### config.mk
export PLATFORM = sky130hd
export DESIGN_NAME = msg_match_engine
export DESIGN_NICKNAME = d
export VERILOG_FILES = /design/src/rtl/msg_match_pkg.sv /design/src/rtl/mm_first_hit.sv /design/src/rtl/mm_order_queue.sv /design/src/rtl/msg_match_engine.sv
export SDC_FILE = /design/constraint.sdc
export NUM_CORES = 1
export LEC_CHECK = 0
export BUFFER_PORTS_ARGS = -buffer_cell sky130_fd_sc_hd__buf_2
export CAP_MARGIN = 5
export CORE_AREA = 2 2 163 165
export CTS_CLUSTER_SIZE = 24
export DETAILED_ROUTE_END_ITERATION = 10
export DIE_AREA = 0 0 165 167
export GPL_ROUTABILITY_DRIVEN = 1
export SLEW_MARGIN = 40
export SYNTH_ARGS = -nofsm -noshare
export SYNTH_HDL_FRONTEND = slang
export SYNTH_SLANG_ARGS = --single-unit
### constraint.sdc
create_clock -name clk -period 5.8 [get_ports clk]
set_clock_uncertainty 0.2 [all_clocks]
set_input_delay 0.29 -clock clk [delete_from_list [all_inputs] [get_ports clk]]
set_output_delay 0.29 -clock clk [all_outputs]
set_load 0.01 [all_outputs]
### src/rtl/msg_match_pkg.sv
package msg_match_pkg;
  localparam int SRC_W = 4;
  localparam int TAG_W = 6;
  localparam int LEN_W = 10;

  typedef struct packed {
    logic [SRC_W-1:0] src;
    logic [TAG_W-1:0] tag;
    logic [LEN_W-1:0] len;
    logic             eager;
  } unexp_t;

  typedef struct packed {
    logic [SRC_W-1:0] src;
    logic [TAG_W-1:0] tag;
    logic [LEN_W-1:0] cap;
    logic             any_src;
    logic             any_tag;
  } posted_t;

  // rank/tag key compare with optional wildcards on the receive side
  function automatic logic key_hit(input logic any_s, input logic any_t,
                                   input logic [SRC_W-1:0] want_s,
                                   input logic [TAG_W-1:0] want_t,
                                   input logic [SRC_W-1:0] have_s,
                                   input logic [TAG_W-1:0] have_t);
    return (any_s || (want_s == have_s)) && (any_t || (want_t == have_t));
  endfunction

  function automatic logic [LEN_W-1:0] fit_len(input logic [LEN_W-1:0] len,
                                               input logic [LEN_W-1:0] cap);
    return (len > cap) ? cap : len;
  endfunction

  function automatic logic too_long(input logic [LEN_W-1:0] len,
                                    input logic [LEN_W-1:0] cap);
    return len > cap;
  endfunction
endpackage

### src/rtl/mm_first_hit.sv
module mm_first_hit #(
  parameter int N = 4,
  localparam int IW = (N > 1) ? $clog2(N) : 1
) (
  input  logic [N-1:0]  req,
  output logic          found,
  output logic [IW-1:0] idx
);
  always_comb begin
    found = 1'b0;
    idx   = '0;
    for (int i = N - 1; i >= 0; i--) begin
      if (req[i]) begin
        found = 1'b1;
        idx   = IW'(i);
      end
    end
  end
endmodule

### src/rtl/mm_order_queue.sv
module mm_order_queue #(
  parameter int DEPTH = 4,
  parameter int W = 8,
  localparam int IW = (DEPTH > 1) ? $clog2(DEPTH) : 1
) (
  input  logic                      clk,
  input  logic                      rst_n,
  input  logic                      push_en,
  input  logic [W-1:0]              push_data,
  input  logic                      pop_en,
  input  logic [IW-1:0]             pop_idx,
  output logic [DEPTH-1:0][W-1:0]   ent,
  output logic [DEPTH-1:0]          vld,
  output logic                      full
);
  logic [DEPTH-1:0][W-1:0] mem_q;
  logic [DEPTH-1:0]        vld_q;
  logic [DEPTH-1:0][W-1:0] mem_up;
  logic [DEPTH-1:0]        vld_up;
  logic [DEPTH-1:0]        prev_ok;

  // entry i+1 as seen from entry i, used when an entry below is removed
  assign mem_up  = {{W{1'b0}}, mem_q[DEPTH-1:1]};
  assign vld_up  = {1'b0, vld_q[DEPTH-1:1]};
  assign prev_ok = {vld_q[DEPTH-2:0], 1'b1};

  always_ff @(posedge clk) begin
    if (!rst_n) begin
      mem_q <= '0;
      vld_q <= '0;
    end else if (pop_en) begin
      for (int i = 0; i < DEPTH; i++) begin
        if (i >= int'(pop_idx)) begin
          mem_q[i] <= mem_up[i];
          vld_q[i] <= vld_up[i];
        end
      end
    end else if (push_en) begin
      for (int i = 0; i < DEPTH; i++) begin
        if (!vld_q[i] && prev_ok[i]) begin
          mem_q[i] <= push_data;
          vld_q[i] <= 1'b1;
        end
      end
    end
  end

  assign ent  = mem_q;
  assign vld  = vld_q;
  assign full = vld_q[DEPTH-1];
endmodule

### src/rtl/msg_match_engine.sv
module msg_match_engine
  import msg_match_pkg::*;
#(
  parameter int UQ_DEPTH    = 4,
  parameter int PQ_DEPTH    = 4,
  parameter int EAGER_SLOTS = 2,
  parameter int EAGER_MAX   = 64
) (
  input  logic             clk,
  input  logic             rst_n,
  input  logic             env_valid,
  output logic             env_ready,
  input  logic [SRC_W-1:0] env_src,
  input  logic [TAG_W-1:0] env_tag,
  input  logic [LEN_W-1:0] env_len,
  input  logic             rcv_valid,
  output logic             rcv_ready,
  input  logic [SRC_W-1:0] rcv_src,
  input  logic [TAG_W-1:0] rcv_tag,
  input  logic             rcv_any_src,
  input  logic             rcv_any_tag,
  input  logic [LEN_W-1:0] rcv_cap,
  output logic             done_valid,
  output logic [SRC_W-1:0] done_src,
  output logic [TAG_W-1:0] done_tag,
  output logic [LEN_W-1:0] done_len,
  output logic             done_overflow,
  output logic             done_eager,
  output logic             cts_valid,
  output logic [SRC_W-1:0] cts_src,
  output logic [TAG_W-1:0] cts_tag
);
  localparam int UW    = $bits(unexp_t);
  localparam int PW    = $bits(posted_t);
  localparam int UQ_IW = (UQ_DEPTH > 1) ? $clog2(UQ_DEPTH) : 1;
  localparam int PQ_IW = (PQ_DEPTH > 1) ? $clog2(PQ_DEPTH) : 1;
  localparam int CNT_W = $clog2(UQ_DEPTH + 1);

  // table storage
  logic [UQ_DEPTH-1:0][UW-1:0] uq_raw;
  logic [PQ_DEPTH-1:0][PW-1:0] pq_raw;
  logic [UQ_DEPTH-1:0]         uq_vld;
  logic [PQ_DEPTH-1:0]         pq_vld;
  logic                        uq_full, pq_full;
  unexp_t                      uq_ent [UQ_DEPTH];
  posted_t                     pq_ent [PQ_DEPTH];

  // search results
  logic [UQ_DEPTH-1:0] uq_hit_vec;
  logic [PQ_DEPTH-1:0] pq_hit_vec;
  logic [UQ_DEPTH-1:0] uq_eager_bits;
  logic                uq_found, pq_found;
  logic [UQ_IW-1:0]    uq_idx;
  logic [PQ_IW-1:0]    pq_idx;
  unexp_t              uq_sel;
  posted_t             pq_sel;

  // named events for the checker
  logic             env_is_eager;
  logic [CNT_W-1:0] eager_cnt;
  logic             slot_free;
  logic             env_fire, rcv_fire;
  logic             ev_env_match, ev_env_store, ev_rcv_match, ev_rcv_post;

  always_comb begin
    for (int i = 0; i < UQ_DEPTH; i++) begin
      uq_ent[i]        = unexp_t'(uq_raw[i]);
      uq_eager_bits[i] = uq_vld[i] && uq_ent[i].eager;
      uq_hit_vec[i]    = uq_vld[i] &&
        key_hit(rcv_any_src, rcv_any_tag, rcv_src, rcv_tag, uq_ent[i].src, uq_ent[i].tag);
    end
    for (int i = 0; i < PQ_DEPTH; i++) begin
      pq_ent[i]     = posted_t'(pq_raw[i]);
      pq_hit_vec[i] = pq_vld[i] &&
        key_hit(pq_ent[i].any_src, pq_ent[i].any_tag, pq_ent[i].src, pq_ent[i].tag,
                env_src, env_tag);
    end
  end

  mm_first_hit #(.N(UQ_DEPTH)) u_uq_pick (.req(uq_hit_vec), .found(uq_found), .idx(uq_idx));
  mm_first_hit #(.N(PQ_DEPTH)) u_pq_pick (.req(pq_hit_vec), .found(pq_found), .idx(pq_idx));

  assign uq_sel = uq_ent[uq_idx];
  assign pq_sel = pq_ent[pq_idx];

  assign env_is_eager = env_len <= LEN_W'(EAGER_MAX);
  assign eager_cnt    = CNT_W'($countones(uq_eager_bits));
  assign slot_free    = eager_cnt < CNT_W'(EAGER_SLOTS);

  assign env_ready = pq_found || (!uq_full && (!env_is_eager || slot_free));
  assign rcv_ready = !env_valid && (uq_found || !pq_full);
  assign env_fire  = env_valid && env_ready;
  assign rcv_fire  = rcv_valid && rcv_ready;

  assign ev_env_match = env_fire && pq_found;
  assign ev_env_store = env_fire && !pq_found;
  assign ev_rcv_match = rcv_fire && uq_found;
  assign ev_rcv_post  = rcv_fire && !uq_found;

  unexp_t  uq_new;
  posted_t pq_new;
  assign uq_new = '{src: env_src, tag: env_tag, len: env_len, eager: env_is_eager};
  assign pq_new = '{src: rcv_src, tag: rcv_tag, cap: rcv_cap,
                    any_src: rcv_any_src, any_tag: rcv_any_tag};

  mm_order_queue #(.DEPTH(UQ_DEPTH), .W(UW)) u_unexp (
    .clk(clk), .rst_n(rst_n),
    .push_en(ev_env_store), .push_data(UW'(uq_new)),
    .pop_en(ev_rcv_match), .pop_idx(uq_idx),
    .ent(uq_raw), .vld(uq_vld), .full(uq_full)
  );

  mm_order_queue #(.DEPTH(PQ_DEPTH), .W(PW)) u_posted (
    .clk(clk), .rst_n(rst_n),
    .push_en(ev_rcv_post), .push_data(PW'(pq_new)),
    .pop_en(ev_env_match), .pop_idx(pq_idx),
    .ent(pq_raw), .vld(pq_vld), .full(pq_full)
  );

  always_ff @(posedge clk) begin
    if (!rst_n) begin
      done_valid    <= 1'b0;
      done_src      <= '0;
      done_tag      <= '0;
      done_len      <= '0;
      done_overflow <= 1'b0;
      done_eager    <= 1'b0;
      cts_valid     <= 1'b0;
      cts_src       <= '0;
      cts_tag       <= '0;
    end else begin
      done_valid <= ev_env_match || ev_rcv_match;
      cts_valid  <= 1'b0;
      if (ev_env_match) begin
        done_src      <= env_src;
        done_tag      <= env_tag;
        done_len      <= fit_len(env_len, pq_sel.cap);
        done_overflow <= too_long(env_len, pq_sel.cap);
        done_eager    <= env_is_eager;
        cts_valid     <= !env_is_eager;
        cts_src       <= env_src;
        cts_tag       <= env_tag;
      end else if (ev_rcv_match) begin
        done_src      <= uq_sel.src;
        done_tag      <= uq_sel.tag;
        done_len      <= fit_len(uq_sel.len, rcv_cap);
        done_overflow <= too_long(uq_sel.len, rcv_cap);
        done_eager    <= uq_sel.eager;
        cts_valid     <= !uq_sel.eager;
        cts_src       <= uq_sel.src;
        cts_tag       <= uq_sel.tag;
      end
    end
  end
endmodule

==> results of run 1 <==
flip-flops by register name (all words and copies together) (netlist names), 4 cells and up:
name and count:
cts_tag 6, cts_src 4, done_len 10, u_posted.ent 88, u_posted.vld 4, u_unexp.ent 84
u_unexp.vld 4
worst max path at each step:
stage / from / to / cells past startpoint
2_1_floorplan: env_tag[3] / done_len[1] / 20
3_3_place_gp: env_tag[3] / done_len[0] / 14
3_5_place_dp: env_tag[3] / done_len[0] / 14
4_1_cts: env_tag[3] / done_len[0] / 15
5_1_grt: env_tag[3] / done_len[0] / 15
6_report: env_tag[3] / done_len[0] / 15
tightest hold or removal path, delay by kind of cell:
kind	cells	cell delay (ns)
buffers and inverters	1	0.20
muxes	1	0.16
and+or+nand+nor	1	0.05
routing by layer:
| metal | GRT usage | up-vias |
|---|---|---|
| met3 | 0.0331 | 47 |
| met2 | 0.382 | 302 |
| li1 | - | 4999 |
| met1 | 0.384 | 5030 |
| met4 | 0.0639 | 0 |
| met5 | 0 | - |
through the flow:
step	cell area [sq um]	hold WS [ns]	std cells	total power [mW]	utilization
5_1_grt	13300	0.0441	1753	3.94	0.515
3_3_place_gp	11800	0.269	1662	2.12	0.459
2_1_floorplan	11500	0.226	1354	1.97	-
3_5_place_dp	11900	0.271	1666	2.14	0.463
4_1_cts	13200	0.0118	1750	3.81	0.513
6_report	13300	0.0385	1753	3.80	0.515
synthesized netlist by cell type (9+ instances only):
library cell / n / area (sq um)
dfxtp_1: 204 / 4080
a21oi_1: 155 / 776
nor2_1: 145 / 544
nand2_1: 120 / 450
mux2i_1: 67 / 671
buf_2: 58 / 290
xor2_1: 56 / 490
a311oi_1: 42 / 368
o21ai_0: 41 / 205
nor3_1: 38 / 190
clkbuf_1: 37 / 139
a211oi_1: 31 / 233
inv_1: 25 / 93.8
xnor2_1: 24 / 210
nor4_1: 23 / 144
mux2_2: 22 / 248
o21ai_1: 22 / 110
buf_4: 21 / 158
ha_1: 20 / 250
o221ai_1: 19 / 166
and2_1: 16 / 100
buf_6: 13 / 146
nand2b_1: 12 / 75.1
o22ai_1: 11 / 68.8
a211o_1: 10 / 87.6
a2bb2oi_2: 10 / 150
a311o_1: 9 / 90.1
o32ai_1: 9 / 78.8
power groups by stage:
stage          logic, mW  clock network, mW  registers, mW
2_1_floorplan      0.421                  0           1.55
3_3_place_gp       0.551                  0           1.57
3_5_place_dp       0.572                  0           1.57
4_1_cts            0.596               1.68           1.54
5_1_grt            0.659               1.73           1.55
6_report           0.600               1.66           1.54
cell type report:
| class | instances | area, sq um | share of cell area |
|---|---|---|---|
| multi-input combinational | 994 | 6650 | 0.501 |
| sequential | 204 | 4080 | 0.308 |
| timing repair buffer | 152 | 1140 | 0.0859 |
| clock buffer | 36 | 767 | 0.0578 |
| tap | 335 | 419 | 0.0316 |
| clock inverter | 7 | 113 | 0.00849 |
| inverter | 25 | 93.8 | 0.00707 |
cells by family (layout without fill, tap and decap cells):
| kind of cell | after synthesis | count (layout) | share of synthesized area |
|---|---|---|---|
| AOI/OAI and AO/OA | 416 | 416 | 0.252 |
| xor gates and xnor gates | 80 | 80 | 0.0609 |
| adders and majority gates | 21 | 21 | 0.0235 |
| buffers and inverters | 156 | 220 | 0.0725 |
| DFF | 204 | 204 | 0.355 |
| muxes | 96 | 96 | 0.0866 |
| and+or+nand+nor | 381 | 381 | 0.150 |
repair_timing:
item / in CTS / in global routing
hold buffers: 41 / 0
setup buffers: 0 / 0
hold endpoints to repair: 75 / 0
endpoints found under the setup margin: 0 / 0
resized for setup: 0 / 0
==> key figures, run 1 <==
Clock tree
  • CTS max path bufs: 3
  • Num CTS Buffers: 24
  • CTS tree: done
  • Skew-Pair Late Insertion Delay: 0.52 ns
  • CTS root buf: clkbuf_16
  • Clock-pin slew of the registers on the worst-case setup and hold paths: 0.06 ns
  • # clock sinks: 204
  • H-tree depth: 1

Floorplan
  • Boundary pin count: 82
  • Initial core utilization: 0.447
  • Core Box Area: 25,800 sq um
  • Row count: 59
  • Die X: 165 um
  • Die ar.: 27,600 sq um
  • Die height: 167 um

Route
  • Met1 wire length: 17,000 um
  • Pre-Repair DR Iteration Count: 5
  • DR top layer: met4
  • Total wire length: 35,200 um
  • Initial drt markers: 777
  • Vias/cell: 5.92
  • Met2 WL: 15,400 um
  • Drc violations: 0
  • Post-DRT Antenna Nets: 0
  • Vias: 10,400
  • Metal3 WL: 1980 um
  • Drt wl/cell: 20.1 um

Final layout
  • Layout cell share with drive strength beyond 1: 0.151
  • Antenna diodes: 0
  • Syn-to-layout area delta: 15.2%
  • # fillers: 2,403
  • Commonest non-fill, non-tap cell in the layout: dfxtp_1
  • Nets: 1,468
  • Most frequent cells in the layout: dfxtp_1, a21oi_1, nor2_1, nand2_1, buf_2

Synthesis
  • Post-synthesis sequential area ratio: 0.355
  • Gate Count Post-Synth: 1,354
  • Top FF cell, synth: dfxtp_1
  • Number of synthesized register bits: 204
  • Yosys cell types: 77
  • EDFF count, synth: 0
  • Synthesized cell area: 11,500 sq um
  • Async SR Flop Fraction: 0
  • Syn_nets: 1,421
  • Synth Warn #: 0
  • Synth Area per Inst: 8.50 sq um

Setup path
  • Crit path capture type: flop
  • Worst path top cell family by delay: compound AO/OA/AOI/OAI gates
  • WP buf/inv: 2
  • CP most frequent cell: a211o_1
  • Kind of critical path: input port to flop
  • R2r worst-path depth: 13
  • CP startpoint kind: input port
  • Critical-path top delay cell: a2111oi_1
  • WP data required: 6.07 ns
  • R2r startpoint: u_posted.ent[15]
  • Reg2reg end: done_len[0]
  • CP peak stage delay: 0.72 ns
  • CP Cell Sequence: dlygate4sd3_1 > buf_2 > xor2_1 > nor4_1 > a31oi_1 > o2bb2ai_2 > or2_2 > nor2_1 > a211o_1 > ha_1 > a2111oi_1 > a211o_1 > nor3_1 > a2111oi_4 > a22o_1
  • Crit Path Max Fanout: 20
  • Register-to-register setup slack: 1.04 ns
  • Arr. time, crit path: 5.28 ns

Timing
  • Endpoints failing setup: 0
  • Tmin final: 5.01 ns
  • RSZ-0062 raised after global routing: no
  • Final hold viol count: 0
  • Slew @ Worst Pin: 0.802 ns
  • Fmax: 200 MHz
  • Smallest setup slack after layout: 0.790 ns
  • Setup_tns: 0 ns
  • Max-slew violations: 0
  • Slew headroom: 0.465
  • Fin crit share: 0.864

Hold path
  • Worst hold path type: input port to flop
  • Worst hold endpoint: u_unexp.ent[81]
  • Hold Crit Start: env_src[1]
  • Hold Crit Depth: 3

Placement
  • GPL Wtd Cong: 0.873
  • Input/output buffers: 81
  • Pre-CTS WS: 0.828 ns
  • Hpwl dp: 24,100 um

Pwr
  • Leak: 5.25 nW
  • Net switching fraction of the power: 0.271
  • Psw: 1.03 mW
  • Clock power share: 0.436
  • Sequential fraction of design power: 0.406
  • Int Power: 2.77 mW
  • Combinational group share of total power: 0.158
  • Pwr per Cell Area: 287 nW/um^2
  • Max rail drop VDD: 184 uV

Global routing
  • First-pass GRT wire length: 55,800 um
  • Vias in the first global route: 9,776
  • Gr ovfl total: 0
  • Initial antenna violation count: 0
  • Largest net degree at the start of global routing: 70
  • Total GRT Usage: 0.255

Outcome
  • Status: completed

Job
  • Max Cap Viol: 0
(Power assumes the default switching activity.)
==> run 2: changes to the inputs <==
--- a/config.mk
+++ b/config.mk
@@ -7,11 +7,12 @@
 export LEC_CHECK = 0
 export BUFFER_PORTS_ARGS = -buffer_cell sky130_fd_sc_hd__buf_2
 export CAP_MARGIN = 5
-export CORE_AREA = 2 2 163 165
+export CORE_AREA = 2 2 148 150
 export CTS_CLUSTER_SIZE = 24
 export DETAILED_ROUTE_END_ITERATION = 10
-export DIE_AREA = 0 0 165 167
+export DIE_AREA = 0 0 150 152
 export GPL_ROUTABILITY_DRIVEN = 1
+export PLACE_DENSITY = 0.73
 export SLEW_MARGIN = 40
 export SYNTH_ARGS = -nofsm -noshare
 export SYNTH_HDL_FRONTEND = slang
==> run 2 against run 1 <==
- non-clock buffer count decreased by 4
- utilization increased by 9.1 points
- design area decreased by 2.5%
- first-iteration DRC count increased by 30%
- wire length decreased by 2.0%
- sequential power about the same
- combinational power decreased by 1%
==> key figures, run 2 (synthesized netlist as in run 1, its figures left out) <==
Final layout
  • Most frequent cells in the layout: dfxtp_1, a21oi_1, nor2_1, nand2_1, buf_2 (unchanged)
  • Commonest non-fill, non-tap cell in the layout: dfxtp_1 (unchanged)
  • Layout cell share with drive strength beyond 1: 0.143 (was 0.151)
  • Nets: 1,463 (was 1,468)
  • Final core utilization: 0.606 (was 0.515)
  • Number of flip-flops in the largest register: 88 (unchanged)
  • Syn-to-layout area delta: 12.3% (was 15.2%)

Placement
  • Input/output buffers: 81 (unchanged)
  • GPL Wtd Cong: 0.917 (was 0.873)
  • Pre-CTS WS: 1.05 ns (was 0.828 ns)
  • Hpwl dp: 23,100 um (was 24,100 um)

Floorplan
  • Boundary pin count: 82 (unchanged)
  • Die ar.: 22,800 sq um (was 27,600 sq um)
  • Initial core utilization: 0.539 (was 0.447)
  • Core Box Area: 21,400 sq um (was 25,800 sq um)
  • Row count: 54 (was 59)
  • Die height: 152 um (was 167 um)
  • Die X: 150 um (was 165 um)

Clock tree
  • Post CTS Setup Buffer Count: 0 (unchanged)
  • H-tree depth: 1 (unchanged)
  • CTS resizes: 0 (unchanged)
  • Skew-Pair Late Insertion Delay: 0.52 ns (about the same)
  • CTS tree: done (unchanged)
  • CTS max path bufs: 3 (unchanged)
  • # clock sinks: 204 (unchanged)
  • Num CTS Buffers: 23 (was 24)
  • Clock-pin slew of the registers on the worst-case setup and hold paths: 0.06 ns (about the same)
  • CTS root buf: clkbuf_16 (unchanged)
  • CTS Hold Bufs: 40 (was 41)

Global routing
  • Total GRT Usage: 0.299 (was 0.255)
  • Gr ovfl total: 0 (unchanged)
  • First-pass GRT wire length: 54,800 um (was 55,800 um)
  • Largest net degree at the start of global routing: 57 (was 70)
  • Vias in the first global route: 10,000 (was 9,776)
  • Initial antenna violation count: 3 (was 0)

Pwr
  • Pwr per Cell Area: 273 nW/um^2 (was 287 nW/um^2)
  • Max rail drop VDD: 181 uV (was 184 uV)
  • Leak: 5.11 nW (was 5.25 nW)

Route
  • Initial drt markers: 1,007 (was 777)
  • DR top layer: met4 (unchanged)
  • Metal3 WL: 3040 um (was 1980 um)
  • Vias/cell: 6.29 (was 5.92)
  • Met1 wire length: 15,000 um (was 17,000 um)
  • Total wire length: 34,400 um (was 35,200 um)
  • Pre-Repair DR Iteration Count: 5 (unchanged)
  • Drt wl/cell: 20.4 um (was 20.1 um)
  • Met2 WL: 15,400 um (about the same)
  • Post-DRT Antenna Nets: 0 (unchanged)
  • Vias: 10,600 (was 10,400)
  • Drc violations: 0 (unchanged)

Timing
  • Slew headroom: 0.438 (was 0.465)
  • Fin crit share: 0.861 (was 0.864)
  • RSZ-0062 raised after global routing: no (unchanged)
  • Final hold viol count: 0 (unchanged)
  • Slew @ Worst Pin: 0.822 ns (was 0.802 ns)
  • Tmin final: 5.00 ns (was 5.01 ns)
  • Max-slew violations: 0 (unchanged)
  • Endpoints failing setup: 0 (unchanged)
  • Setup_tns: 0 ns (unchanged)
  • Fmax: 200 MHz (about the same)
  • Smallest setup slack after layout: 0.805 ns (was 0.790 ns)

Setup path
  • CP startpoint kind: input port (unchanged)
  • Arr. time, crit path: 5.25 ns (was 5.28 ns)
  • Kind of critical path: input port to flop (unchanged)
  • WP data required: 6.06 ns (was 6.07 ns)
  • Crit Path Max Fanout: 12 (was 20)
  • Crit path capture type: flop (unchanged)

Outcome
  • Status: completed (unchanged)

Hold path
  • Worst hold path type: input port to flop (unchanged)

Job
  • Max Cap Viol: 0 (unchanged)
-- run 2: cell types whose count changed in the layout (fill, tap and decap cells not counted), moves of 2 or more --
| cell | before | now |
|---|---|---|
| buf_16 | 3 | 1 |
| bufinv_16 | 3 | 1 |
| clkbuf_1 | 1 | 3 |
| clkbuf_16 | 25 | 23 |
| clkbuf_8 | 10 | 4 |
| diode_2 | 0 | 2 |
-- run 2: worst max-delay path, stage by stage --
cell and delay [ns]:
dlygate4sd3_1 0.55, buf_2 0.20, xor2_1 0.19, nor4_1 0.28
a31oi_1 0.17, o211ai_1 0.25, a21o_1 0.52, mux2i_1 0.19
a211o_1 0.33, ha_1 0.31, a2111oi_0 0.77, a211o_1 0.58
nor3_1 0.15, a2111oi_4 0.29, a22o_1 0.16
-- run 2: metrics by stage --
| step | hold slack (ns) | instances | total power, mW | cell area, sq um |
|---|---|---|---|---|
| 6_report | 0.00846 | 1687 | 3.53 | 12900 |
| 5_1_grt | 0.0138 | 1687 | 3.65 | 12900 |
| 3_3_place_gp | 0.256 | 1605 | 2.11 | 11700 |
| 2_1_floorplan | 0.226 | 1354 | 1.97 | 11500 |
| 3_5_place_dp | 0.258 | 1610 | 2.13 | 11800 |
| 4_1_cts | 0.000129 | 1684 | 3.53 | 12900 |
-- run 2: final timing paths --
| path | start | to | cells past startpoint | slack (ns) |
|---|---|---|---|---|
| worst min register to register | done_overflow | done_overflow | 2 | 0.26 |
| worst max register to register | u_posted.ent[57] | done_len[0] | 13 | 1.02 |
| worst min-delay path | env_src[0] | u_unexp.ent[59] | 3 | 0.008 |
| worst max-delay path | env_tag[1] | done_len[0] | 15 | 0.80 |
-- run 2: area by class of cell --
| type | instances | area (sq um) |
|---|---|---|
| antenna | 2 | 5.00 |
| multi-input combinational | 994 | 6640 |
| clock buffer | 30 | 642 |
| tap | 280 | 350 |
| timing repair buffer | 148 | 1070 |
| inverter | 25 | 93.8 |
| fill | 1889 | 8420 |
| clock inverter | 4 | 47.5 |
| sequential | 204 | 4080 |
-- run 2: layer usage --
| metal | vias to the layer above | GRT usage |
|---|---|---|
| met5 | - | 0 |
| met2 | 486 | 0.457 |
| met3 | 92 | 0.0574 |
| li1 | 4990 | - |
| met4 | 0 | 0.105 |
| met1 | 5035 | 0.421 |
-- run 2: where the power goes --
group | switching (mW) | total (mW) | internal [mW]
Sequential | 0.0672 | 1.54 | 1.48
Clock | 0.580 | 1.39 | 0.810
Combinational | 0.344 | 0.593 | 0.250
Total | 0.991 | 3.53 | 2.53
==> run 3: changes to the inputs <==
--- a/config.mk
+++ b/config.mk
@@ -5,12 +5,13 @@
 export SDC_FILE = /design/constraint.sdc
 export NUM_CORES = 1
 export LEC_CHECK = 0
+export ABC_AREA = 1
 export BUFFER_PORTS_ARGS = -buffer_cell sky130_fd_sc_hd__buf_2
 export CAP_MARGIN = 5
-export CORE_AREA = 2 2 148 150
+export CORE_AREA = 2 2 154 156
 export CTS_CLUSTER_SIZE = 24
 export DETAILED_ROUTE_END_ITERATION = 10
-export DIE_AREA = 0 0 150 152
+export DIE_AREA = 0 0 156 158
 export GPL_ROUTABILITY_DRIVEN = 1
 export PLACE_DENSITY = 0.73
 export SLEW_MARGIN = 40
==> run 3 against run 2 <==
- design area is 8.1% higher
- sequential power barely moved
- flip-flop and latch count unchanged
- clock-buffer cell count up 3
- synthesized cell count grew 49%
- register-to-register slack improved by 0.12 ns
- synthesized area is 8.2% higher
- critical path depth up 9
==> key figures, run 3 <==
Outcome
  • Status: completed (unchanged)

Route
  • Vias/cell: 5.64 (was 6.29)
  • Total wire length: 41,200 um (was 34,400 um)
  • Drc violations: 0 (unchanged)
  • Initial drt markers: 1,579 (was 1,007)
  • Pre-Repair DR Iteration Count: 7 (was 5)
  • Vias: 13,300 (was 10,600)
  • Drt wl/cell: 17.5 um (was 20.4 um)
  • Post-DRT Antenna Nets: 0 (unchanged)

Timing
  • Max-slew violations: 0 (unchanged)
  • Slew @ Worst Pin: 0.893 ns (was 0.822 ns)
  • Smallest setup slack after layout: 0.950 ns (was 0.805 ns)
  • Slew headroom: 0.404 (was 0.438)
  • Fmax: 206 MHz (was 200 MHz)
  • Endpoints failing setup: 0 (unchanged)
  • Fin crit share: 0.836 (was 0.861)
  • Final hold viol count: 0 (unchanged)
  • RSZ-0062 raised after global routing: no (unchanged)
  • Tmin final: 4.85 ns (was 5.00 ns)
  • Setup_tns: 0 ns (unchanged)

Global routing
  • Largest net degree at the start of global routing: 103 (was 57)
  • Met2 global-route usage: 0.515 (was 0.457)
  • Met1 GRT Util: 0.456 (was 0.421)
  • Gr ovfl total: 0 (unchanged)
  • Total GRT Usage: 0.330 (was 0.299)
  • Initial antenna violation count: 0 (was 3)
  • M3 GR Usage: 0.0523 (was 0.0574)
  • GRT busiest layer: met2 (unchanged)
  • Vias in the first global route: 12,000 (was 10,000)
  • First-pass GRT wire length: 64,800 um (was 54,800 um)

Clock tree
  • CTS resizes: 0 (unchanged)
  • Num CTS Buffers: 24 (was 23)
  • Post CTS Setup Buffer Count: 0 (unchanged)
  • CTS tree: done (unchanged)
  • CTS max path bufs: 3 (unchanged)
  • Clock-pin slew of the registers on the worst-case setup and hold paths: 0.06 ns (about the same)
  • Skew-Pair Late Insertion Delay: 0.52 ns (about the same)
  • # clock sinks: 204 (unchanged)
  • H-tree depth: 1 (unchanged)
  • CTS root buf: clkbuf_16 (unchanged)
  • CTS Hold Bufs: 37 (was 40)

Setup path
  • Setup crit end: done_len[7] (was done_len[0])
  • Register-to-register setup slack: 1.14 ns (was 1.02 ns)
  • CP Cell Sequence: dlygate4sd3_1 > buf_2 > xnor2_1 > nand3_1 > o21ai_0 > nand3_1 > nand2_1 > buf_4 > nand2_1 > nand2_1 > nand3_1 > and2_1 > ha_1 > nand2_1 > nor2_1 > o211ai_1 > o2111ai_1 > nand2_1 > inv_1 > nand3_1 > nand2_1 > nand2_1 > nor2_1 > nor2_1 (was dlygate4sd3_1 > buf_2 > xor2_1 > nor4_1 > a31oi_1 > o211ai_1 > a21o_1 > mux2i_1 > a211o_1 > ha_1 > a2111oi_0 > a211o_1 > nor3_1 > a2111oi_4 > a22o_1)
  • R2r startpoint: u_posted.ent[43] (was u_posted.ent[57])
  • CP peak stage delay: 0.55 ns (was 0.77 ns)
  • Crit path capture type: flop (unchanged)
  • Reg2reg end: done_len[7] (was done_len[0])
  • Arr. time, crit path: 5.06 ns (was 5.25 ns)
  • WP data required: 6.01 ns (was 6.06 ns)
  • Worst Setup SP: env_src[3] (was env_tag[1])
  • Crit Path Max Fanout: 22 (was 12)
  • CP most frequent cell: nand2_1 (was a211o_1)
  • Critical-path top delay cell: dlygate4sd3_1 (was a2111oi_0)
  • Kind of critical path: input port to flop (unchanged)
  • CP startpoint kind: input port (unchanged)
  • R2r worst-path depth: 22 (was 13)

Final layout
  • Syn-to-layout area delta: 12.2% (was 12.3%)
  • Number of flip-flops in the largest register: 88 (unchanged)
  • Antenna diodes: 0 (was 2)
  • Most frequent cells in the layout: nand2_1, nor2_1, inv_1, dfxtp_1, o21ai_0 (was dfxtp_1, a21oi_1, nor2_1, nand2_1, buf_2)
  • Layout cell share with drive strength beyond 1: 0.0901 (was 0.143)
  • Nets: 2,114 (was 1,463)
  • # fillers: 2,186 (was 1,889)
  • Design area: 14,000 sq um (was 12,900 sq um)
  • Commonest non-fill, non-tap cell in the layout: nand2_1 (was dfxtp_1)

Synthesis
  • Synth Warn #: 0 (unchanged)
  • EDFF count, synth: 0 (unchanged)
  • Syn_nets: 2,085 (was 1,421)
  • Synth top cells by count: nand2_1, nor2_1, inv_1, dfxtp_1, o21ai_0 (was dfxtp_1, a21oi_1, nor2_1, nand2_1, mux2i_1)
  • Synth Area per Inst: 6.17 sq um (was 8.50 sq um)
  • Gate Count Post-Synth: 2,018 (was 1,354)
  • Yosys cell types: 42 (was 77)
  • Async SR Flop Fraction: 0 (unchanged)
  • Synthesized cell area: 12,500 sq um (was 11,500 sq um)
  • Number of synthesized register bits: 204 (unchanged)
  • Most frequent cell after synthesis: nand2_1 (was dfxtp_1)
  • Top FF cell, synth: dfxtp_1 (unchanged)
  • Yosys top cell by area: dfxtp_1 (unchanged)
  • Share of the synthesized area in the top cell type: 0.328 (was 0.355)
  • Synth top area cells: dfxtp_1, nand2_1, nor2_1 (was dfxtp_1, a21oi_1, mux2i_1)
  • Post-synthesis sequential area ratio: 0.328 (was 0.355)

Floorplan
  • Boundary pin count: 82 (unchanged)
  • Row count: 56 (was 54)
  • Initial core utilization: 0.540 (was 0.539)
  • Die X: 156 um (was 150 um)
  • Die ar.: 24,600 sq um (was 22,800 sq um)
  • Core Box Area: 23,100 sq um (was 21,400 sq um)
  • Die height: 158 um (was 152 um)

Job
  • Max Cap Viol: 0 (unchanged)

Placement
  • Pre-CTS WS: 1.13 ns (was 1.05 ns)
  • Input/output buffers: 81 (unchanged)
  • Hpwl dp: 27,200 um (was 23,100 um)
  • GPL Wtd Cong: 1.02 (was 0.917)
  • Placed inst area: 12,700 sq um (was 11,800 sq um)

Pwr
  • Net switching fraction of the power: 0.299 (was 0.281)
  • Max rail drop VDD: 169 uV (was 181 uV)
  • Psw: 1.16 mW (was 0.991 mW)
  • Pwr per Cell Area: 279 nW/um^2 (was 273 nW/um^2)
  • Clock power share: 0.418 (was 0.394)
  • Combinational group share of total power: 0.186 (was 0.168)
  • Int Power: 2.73 mW (was 2.53 mW)
  • Leak: 6.88 nW (was 5.11 nW)
  • Sequential fraction of design power: 0.396 (was 0.437)

Hold path
  • Worst hold path type: input port to flop (unchanged)
[run 3: cell count changes after synthesis, moves of 22 or more]
cell,previous run,this run
inv_1,25,214
nor2_1,145,344
mux2_2,22,0
a21oi_1,155,54
o21ai_0,41,180
nand2_1,120,504
nor3_1,38,0
a311oi_1,42,0
xor2_1,56,23
nand3_1,4,179
mux2i_1,67,0
nor4_1,23,0
[run 3: kinds of logic (layout without fill, tap and decap cells)]
family	Yosys count	count (layout)	synth area share
adder cells (fa/ha/maj)	21	21	0.0217
flip-flops	204	204	0.328
AO/OA/AOI/OAI	323	323	0.145
AND/OR/NAND/NOR	1072	1072	0.357
XOR/XNOR	37	37	0.0260
buffers and inverters	361	407	0.122
[run 3: area by class of cell]
cell class                 instances  area (sq um)  area share
sequential                       204          4080       0.292
clock buffer                      33           726      0.0519
tap                              290           363      0.0260
clock inverter                    10           125     0.00895
timing repair buffer             137           948      0.0679
inverter                         227           852      0.0610
multi-input combinational       1453          6880       0.492
[run 3: how the worst min path moves through the flow]
stage                     from                to  slack [ns]  cells after the start
2_1_floorplan       env_len[1]   u_unexp.ent[65]        0.24                      2
3_3_place_gp   u_unexp.ent[71]   u_unexp.ent[71]        0.27                      2
3_5_place_dp   u_unexp.ent[71]   u_unexp.ent[71]        0.27                      2
4_1_cts             rcv_src[2]  u_posted.ent[86]       0.003                      3
5_1_grt             rcv_src[2]  u_posted.ent[86]        0.05                      3
6_report            rcv_src[2]  u_posted.ent[86]        0.03                      3
[run 3: power groups by stage]
stage | Clock [mW] | Combinational (mW) | Sequential (mW)
floorplan | 0 | 0.503 | 1.56
global placement | 0 | 0.669 | 1.57
detailed placement | 0 | 0.681 | 1.57
CTS | 1.64 | 0.705 | 1.54
global route | 1.69 | 0.803 | 1.55
finish | 1.63 | 0.725 | 1.54
[run 3: per-stage QoR]
stage | power [mW] | instances | hold WS, ns | utilization
6_report | 3.90 | 2354 | 0.0280 | 0.606
5_1_grt | 4.04 | 2354 | 0.0459 | 0.606
4_1_cts | 3.88 | 2354 | 0.00320 | 0.606
3_5_place_dp | 2.25 | 2274 | 0.272 | 0.553
3_3_place_gp | 2.24 | 2273 | 0.267 | 0.551
2_1_floorplan | 2.06 | 2018 | 0.239 | -
[run 3: layer usage]
metal | vias to the layer above | wire length [um] | part of all wire
li1 | 6420 | - | -
met1 | 6006 | 17600 | 0.43
met2 | 720 | 18100 | 0.44
met3 | 133 | 4120 | 0.10
met4 | 0 | 1440 | 0.035
met5 | - | 0 | 0
[run 3: worst max-delay path, delay by kind of cell]
kind | cells | cell delay, ns
xor gates and xnor gates | 1 | 0.23
AOI/OAI and AO/OA | 3 | 0.46
adders and majority gates | 1 | 0.32
buffers and inverters | 4 | 1.38
and+or+nand+nor | 15 | 2.37
